## config.mk

```make
export PLATFORM = sky130hd
export DESIGN_NAME = shared_bus_copier
export DESIGN_NICKNAME = d
export VERILOG_FILES = /design/src/rtl/shared_bus_copier.sv
export SDC_FILE = /design/constraint.sdc
export NUM_CORES = 1
export LEC_CHECK = 0
export BUFFER_PORTS_ARGS = -buffer_cell sky130_fd_sc_hd__buf_2
export CAP_MARGIN = 20
export CORE_ASPECT_RATIO = 0.5
export CORE_MARGIN = 2
export CORE_UTILIZATION = 35
export DETAILED_ROUTE_END_ITERATION = 12
export PLACE_DENSITY = 0.65
export SYNTH_ARGS = -nofsm -noshare
export SYNTH_HDL_FRONTEND = slang
export SYNTH_SLANG_ARGS = --single-unit
```

## constraint.sdc

```tcl
create_clock -name clk -period 2.15 [get_ports clk]
set_input_delay 0.43 -clock clk [delete_from_list [all_inputs] [get_ports clk]]
set_output_delay 0.43 -clock clk [all_outputs]
set_load 0.1 [all_outputs]
```

## src/rtl/shared_bus_copier.sv

```systemverilog
module shared_bus_copier #(
  parameter int N  = 8,
  parameter int DW = 16,
  parameter int AW = (N > 1) ? $clog2(N) : 1
) (
  input  logic          clk,
  input  logic          rst_n,
  input  logic          cmd_start,
  input  logic [AW-1:0] cmd_src,
  input  logic [AW-1:0] cmd_dst,
  output logic          cmd_busy,
  output logic          cmd_done,
  output logic [AW-1:0] bus_addr,
  input  logic [DW-1:0] bus_rdata,
  output logic [DW-1:0] bus_wdata,
  output logic          bus_wdrv,
  output logic [N-1:0]  slv_rd,
  output logic [N-1:0]  slv_wr
);

  typedef enum logic [1:0] {S_IDLE, S_READ, S_WRITE} phase_t;

  phase_t        phase;
  logic [AW-1:0] src_q, dst_q;
  logic [DW-1:0] hold_q;
  logic [N-1:0]  sel;

  always_ff @(posedge clk or negedge rst_n) begin
    if (!rst_n) begin
      phase    <= S_IDLE;
      src_q    <= '0;
      dst_q    <= '0;
      hold_q   <= '0;
      cmd_done <= 1'b0;
    end else begin
      cmd_done <= (phase == S_WRITE);
      case (phase)
        S_IDLE:
          if (cmd_start) begin
            src_q <= cmd_src;
            dst_q <= cmd_dst;
            phase <= S_READ;
          end
        S_READ: begin
          hold_q <= bus_rdata;
          phase  <= S_WRITE;
        end
        default: phase <= S_IDLE;
      endcase
    end
  end

  assign cmd_busy  = (phase != S_IDLE);
  assign bus_addr  = (phase == S_READ)  ? src_q :
                     (phase == S_WRITE) ? dst_q : '0;
  assign bus_wdrv  = (phase == S_WRITE);
  assign bus_wdata = bus_wdrv ? hold_q : '0;

  for (genvar i = 0; i < N; i++) begin : g_dec
    assign sel[i]    = cmd_busy && (bus_addr == AW'(i));
    assign slv_rd[i] = sel[i] && (phase == S_READ);
    assign slv_wr[i] = sel[i] && (phase == S_WRITE);
  end

endmodule

```

======== Word-level counts from Yosys, hierarchy flattened ========
Cells that the tools add are included.
cells by class
  muxes and demuxes ....................... 5
  reductions and logical operators ........ 28
  equality and inequality tests ........... 10
operator list
  kind                count
  $logic_and 1x1->1   24
  $mux 16             1
  $eq 3x3->1 const B  4
  $eq 3x2->1 const B  2
  $mux 3              2
  $pmux 2 s2          1
  $eq 3x1->1 const B  1
  $logic_not 3->1     1
  $eq 2x1->1 const B  1
  $eq 2x2->1 const B  1
  $logic_not 2->1     1
  $mux 2              1
  $ne 2x2->1 const B  1
  $reduce_and 2->1    1
  $reduce_bool 2->1   1
word-level totals
  output and inout port bits .............. 38
  bits of input ports ..................... 25
  word-level logic and storage cells ...... 48
  flip-flop bits (word level) ............. 25

======== Longest topological paths before layout ========
Gate-level depths: netlist of the first run.
  depth in word-level cells ............... 6
  mapped depth ............................ 4
  gate-level depth less buffers ........... 3

======== Worst setup path after synthesis of the first run ========
No wires, ideal clock.
  kind .................................... flip-flop to output port
  from .................................... reg phase[0]
  to ...................................... out slv_wr[0]
  arrival time ............................ 3,485 ps
  buffers on the path ..................... 0
  slack ................................... -1,765 ps
  required time ........................... 1,720 ps
  cell stages (with the launch flop) ...... 3
  cell sequence ........................... dfrtp_1 -> nand2b_1 -> nor4_1
between the ends
  word-level cells in the longest chain between the ends .. 6
  elaborated cells between the ends (all ways) .. 8
  classes of those cells .................. eq/ne: 2; mux: 2; reduce/logical: 4
RTL lines
  item                      line    text
  start: declaration        23      phase_t phase;
  start signal: assignment  30      phase <= S_IDLE;
  start signal: assignment  42      phase <= S_READ;
  start signal: assignment  46      phase <= S_WRITE;
  $eq 2x2->1                55, 62
  $mux 3                    55      (phase == S_WRITE) ? dst_q : '0;
  $mux 3                    54      assign bus_addr = (phase == S_READ) ? src_q :
  $logic_not 3->1           60      assign sel[i] = cmd_busy && (bus_addr == AW'(i));
  $logic_and 1x1->1         60
  $logic_and 1x1->1 (*)     62      assign slv_wr[i] = sel[i] && (phase == S_WRITE);
  end: declaration          18      output logic [N-1:0] slv_wr
Mark *: on every way between the ends. The rest lies on a longest branch, timed or not.

======== Worst setup path after layout of the first run ========
  from .................................... reg dst_q[1]
  to ...................................... out bus_addr[1]
between the ends
  word-level cells in the longest chain between the ends .. 2
RTL lines
  item                      line  text
  start: declaration        24    logic [AW-1:0] src_q, dst_q;
  start signal: assignment  41    dst_q <= cmd_dst;
  $mux 3                    55
  $mux 3                    54
  end: declaration          13    output logic [AW-1:0] bus_addr,
Every way passes these cells.

==> impl_metrics.ini, run 1 <==
[run_status]
outcome = complete, no violations

[cells_and_area]
nFillCells = 240
drive_above_1_share_pct = 71.26
area_delta_synth_final_pct = 81.31
seq_area_um2 = 626.9
num_antenna_cells = 0
multi_input_comb_area_um2 = 663.1
nets = 193

[synth]
netlist-cell-type-count = 18
ys_seq_elements = 25
async_reset_ff_share_pct = 100.0
synth.avg_cell_area_um2 = 11.85
synth.top_cell.area_share_pct = 52.80
syn_nets = 125
synth_cells = 100
yosysSeqAreaShare_pct = 52.80
synthFlopType = dfrtp_1
yosysWarnings = 0
yosysMostFrequentCell = dfrtp_1
synth_area_mm2 = 0.001185
synth_edf_count = 0
synth_area_leaders = dfrtp_1 53%, mux2_2 21%, and2_1 8.4%
synth_common_cells = 25 x dfrtp_1, 22 x mux2_2, 16 x and2_1
netlist.top_cell.by_area = dfrtp_1

[sta]
tightest_slew_ps = 559.5
hold_viol = 0
post-route-min-period_ps = 2081
skew_ps = 1.278
period_share_pct = 96.79
setup_violations = 0
max_freq_mhz = 480.6
slew_headroom_pct = 62.70
drv_slew = 0
rsz0062_at_grt = no
finalSetupTns_ps = 0
setup_ws_ps = 69.09

[worst_setup_path]
worstPathMaxFanout = 6
crit_arrival_ps = 1650
reg2reg_depth = 4
r2r_start = phase[1]
worst_ep_required_time_ps = 1720
crit_start = dst_q[1]
worstSetupEndpointType = output pin
start_kind = register
critical_path_class = reg -> out

[power_and_ir_drop]
switching_share_pct = 46.69
p_switching_mw = 1.019
pwr-share-seq_pct = 34.4
p_int_mw = 1.163
ir_worst_vdd_mv = 0.5729
cellLeakagePower_nw = 0.9540
p_per_area_mw_per_mm2 = 1016
combPwrFrac_pct = 53.0
power.clock.fraction_pct = 12.7
finalPower_mw = 2.182

[grt]
overflow = 0
grt_pass1_vias = 963
grt_pass1_wl_um = 4505
grt_max_degree = 26
gr-usage-all-layers_pct = 15.13
antenna_found_initial = 0

[clocking]
htreeDepth = 1
cts_tree = built
clk_pin_slew_ps = 80
clock_latency_ps = 270
cts.sinks = 25
clock_path_buffers = 2
cts_inserted_buffers = 3
cts_root_buf = clkbuf_8

[floorplanning]
die_y_um = 45.14
core_mm2 = 0.003118
die_area_mm2 = 0.003895
die_x_um = 86.29
initial_utilization_pct = 38.00
num_io_pins = 63
rows = 14

[placement]
hpwl_um = 2238
dp_worst_setup_slack_ps = 270.6
routabilityCongestion = 0.7314
port-buffer-count = 62

[route]
route.detailed.drc = 0
wl_um = 2758
routed_via_density = 4.647
via_count = 962
routedWlPerCell_um = 13.32
drt_iter0_markers = 44
ant_nets = 0
drtPass1Iterations = 4

[run]
maxCapViolCount = 0

[worst_hold_path]
hold_path_class = in -> async
==> power by group through the flow <==
stage,clock (mW),combinational [mW],sequential [mW]
6_report,0.277,1.16,0.750
5_1_grt,0.305,1.20,0.777
4_1_cts,0.287,1.17,0.754
3_5_place_dp,0,1.16,0.764
3_3_place_gp,0,1.15,0.750
2_1_floorplan,0,0.819,0.744
==> final timing paths <==
kind | endpoint | slack [ps]
worst min-delay path | hold_q[11] | 140
max in group asynchronous | phase[0] | 1600
min in group clk | hold_q[8] | 390
worst max register to register | hold_q[5] | 660
worst min register to register | hold_q[3] | 510
worst max-delay path | bus_addr[1] | 70
==> layer usage <==
metal / share of wire (%) / routed length, um / global-route usage, % / vias up
met5: 0 / 0 / 0 / -
met4: 0 / 0 / 2.813 / 0
met3: 5.4 / 148 / 4.205 / 0
met2: 53 / 1467 / 28.06 / 29
met1: 41 / 1141 / 18.30 / 454
li1: - / - / - / 479
==> cell usage in the layout (no fill, tap or decap), drive strengths merged <==
master	instances
nor2	6
or2	1
inv	4
clkbuf	8
mux2	22
dfrtp	25
buf	61
nand3b	2
nand2	2
nor4	2
nand2b	6
nor3b	1
nor3	8
a22o	1
o21ai	2
and2	16
==> worst max-delay path, stage by stage, from the launching register on <==
cell and delay [ps]:
dfrtp_1 520, nand3b_1 310, o21ai_2 120, buf_2 430
==> cell families (layout without fill, tap and decap cells) <==
family / count (synthesis) / in the layout / synth area share (%)
buffers and inverters: 6 / 73 / 2.639
muxes: 22 / 22 / 20.91
DFF: 25 / 25 / 52.80
AOI/OAI and AO/OA: 3 / 3 / 1.584
and+or+nand+nor: 44 / 44 / 22.07
==> metrics by stage <==
| step | utilization [%] | cells | cell area, um2 | hold slack (ps) |
|---|---|---|---|---|
| 2_1_floorplan | - | 100 | 1323 | 134.4 |
| 3_3_place_gp | 67.09 | 203 | 2092 | 450.8 |
| 3_5_place_dp | 67.09 | 203 | 2092 | 454.7 |
| 4_1_cts | 68.54 | 207 | 2137 | 157.9 |
| 5_1_grt | 68.90 | 207 | 2148 | 173.4 |
| 6_report | 68.90 | 207 | 2148 | 138.1 |
==> final cells by class <==
cell class              count  area share [%]
multi-input cells          69           30.87
flip-flops and latches     25           29.18
clock buffers               4           2.097
repair buffers             65           34.83
well taps                  40           2.330
inverters                   4          0.6989
==> timing repair <==
item / CTS / global route
resized for setup: 1 / 5
hold buffers: 0 / 0
setup buffers: 0 / 0
setup endpoints to repair: 8 / 13
pin swaps: 0 / 0
==> sequential cells by signal, summed over array words and instances (netlist names) <==
signal,cells
cmd_done,1
dst_q,3
phase,2
src_q,3
hold_q,16
No activity file was read; power rests on OpenSTA's default activity.
==> run 2: changes to the inputs <==
- SETUP_SLACK_MARGIN: default -> 0.5
==> run 2 against run 1 <==
  * Via count is 20% higher
  * Critical path depth is 2 higher
  * Wire length is 42% higher
  * Fmax is 7.0% higher
  * Total power is 16% higher
  * Register-to-register slack worse by 140 ps
  * Non-clock buffer count is 21 higher
  * Cell count is 10% higher
  * Utilization is 17 points higher
  * Highest routed layer is now met4
==> impl_metrics.ini, run 2 (synthesis results as in run 1) <==
[run_status]
outcome = complete, no violations

[route]
drt_iter0_markers = 56
routed_via_density = 5.061
ant_nets = 0
via_count = 1154
wl_um = 3925
routedWlPerCell_um = 17.21
drtPass1Iterations = 6
route.detailed.drc = 0

[floorplanning]
core_mm2 = 0.003118
die_y_um = 45.14
die_x_um = 86.29
rows = 14
die_area_mm2 = 0.003895
num_io_pins = 63
initial_utilization_pct = 38.00

[clocking]
cts_root_buf = clkbuf_8
cts_tree = built
cts.sinks = 25
htreeDepth = 1
cts_hold_buf = 0
clk_pin_slew_ps = 80
cts_inserted_buffers = 3
clock_path_buffers = 2
clock_latency_ps = 260

[grt]
grt_max_degree = 26
antenna_found_initial = 0
overflow = 0
grt_pass1_wl_um = 5920
gr-usage-all-layers_pct = 20.65
grt_pass1_vias = 1125

[cells_and_area]
num_antenna_cells = 0
largest_registers = hold_q: 16 flops, dst_q: 3 flops, src_q: 3 flops
drive_above_1_share_pct = 87.77
area_delta_synth_final_pct = 124.9
nets = 214
final_cells = 228
final_util_pct = 85.47
nFillCells = 139
layout_commonest_cell = buf_12
final_cell_mix = 37 x buf_12, 25 x buf_2, 22 x mux2_2
largest_reg_flops = 16
top_register = hold_q

[worst_hold_path]
hold_path_class = in -> async

[worst_setup_path]
crit_arrival_ps = 1520
worstPathCellList = buf_4 > nand2b_4 > inv_8 > a22o_4 > buf_12
worstReg2RegEnd = dst_q[1]
path_buf_inv = 3
critPathSlowestCell = dfrtp_2
worstSetupEndpointType = output pin
r2r_start = phase[1]
critical_path_class = reg -> out
cpPeakStageDelay_ps = 450
reg2reg_depth = 5
worst_path_dominant_cell_family = flip-flops
r2r_setup_slack_ps = 520
worst_ep_required_time_ps = 1720
start_kind = register
worstPathMaxFanout = 6

[power_and_ir_drop]
p_per_area_mw_per_mm2 = 953.9
cellLeakagePower_nw = 1.168
ir_worst_vdd_mv = 0.7707

[sta]
rsz0062_at_grt = yes
setup_violations = 0
period_share_pct = 90.47
post-route-min-period_ps = 1945
tightest_slew_ps = 559.7
slew_headroom_pct = 62.68
skew_ps = 3.400
finalSetupTns_ps = 0
hold_viol = 0
drv_slew = 0
max_freq_mhz = 514.1

[placement]
hpwl_um = 2165
dp.cells = 202
routabilityCongestion = 0.7193
port-buffer-count = 62

[run]
maxCapViolCount = 0
[run 2: stage by stage]
step	cell area (um2)	hold WS, ps	setup slack [ps]	power, mW
floorplan	1460	134.4	7.784	1.679
global placement	2195	452.4	335.8	1.989
detailed placement	2195	451.3	312.6	2.011
CTS	2631	158.7	257.0	2.497
global route	2665	181.6	160.9	2.643
finish	2665	145.2	204.8	2.542
[run 2: timing repair]
action,CTS,global route
resized for setup,57,2
endpoints found under the setup margin,37,43
setup buffers,20,1
gates cloned,1,0
pin swaps,7,4
[run 2: cell type report]
cell class	count	area [um2]	share of cell area [%]
flip-flops and latches	25	635.6	23.85
multi-input cells	69	813.3	30.52
clock buffers	4	45.04	1.690
well taps	40	50.05	1.878
inverters	4	25.02	0.9390
repair buffers	86	1096	41.13
[run 2: worst max-delay path by stage]
stage	end	start	cells after the start	slack (ps)
floorplan	slv_wr[0]	phase[0]	2	8
global placement	bus_addr[2]	phase[1]	3	340
detailed placement	bus_addr[2]	phase[1]	3	310
CTS	bus_addr[2]	phase[0]	5	260
global route	slv_wr[2]	phase[0]	4	160
finish	bus_addr[0]	phase[0]	5	200
[run 2: metal layers]
layer,track usage (%),wire length (um)
met5,0,0
met4,3.125,72
met3,7.130,373
met2,33.02,1752
met1,28.35,1727
[run 2: worst register-to-register path: stages, from the launching register on]
cell	delay (ps)
dfrtp_2	470
buf_4	170
buf_4	140
nor3b_4	240
buf_12	150
mux2_2	340
[run 2: power breakdown]
| part | switching (mW) | internal, mW |
|---|---|---|
| Clock | 0.138 | 0.132 |
| Sequential | 0.150 | 0.614 |
| Combinational | 0.872 | 0.636 |
| Total | 1.16 | 1.38 |
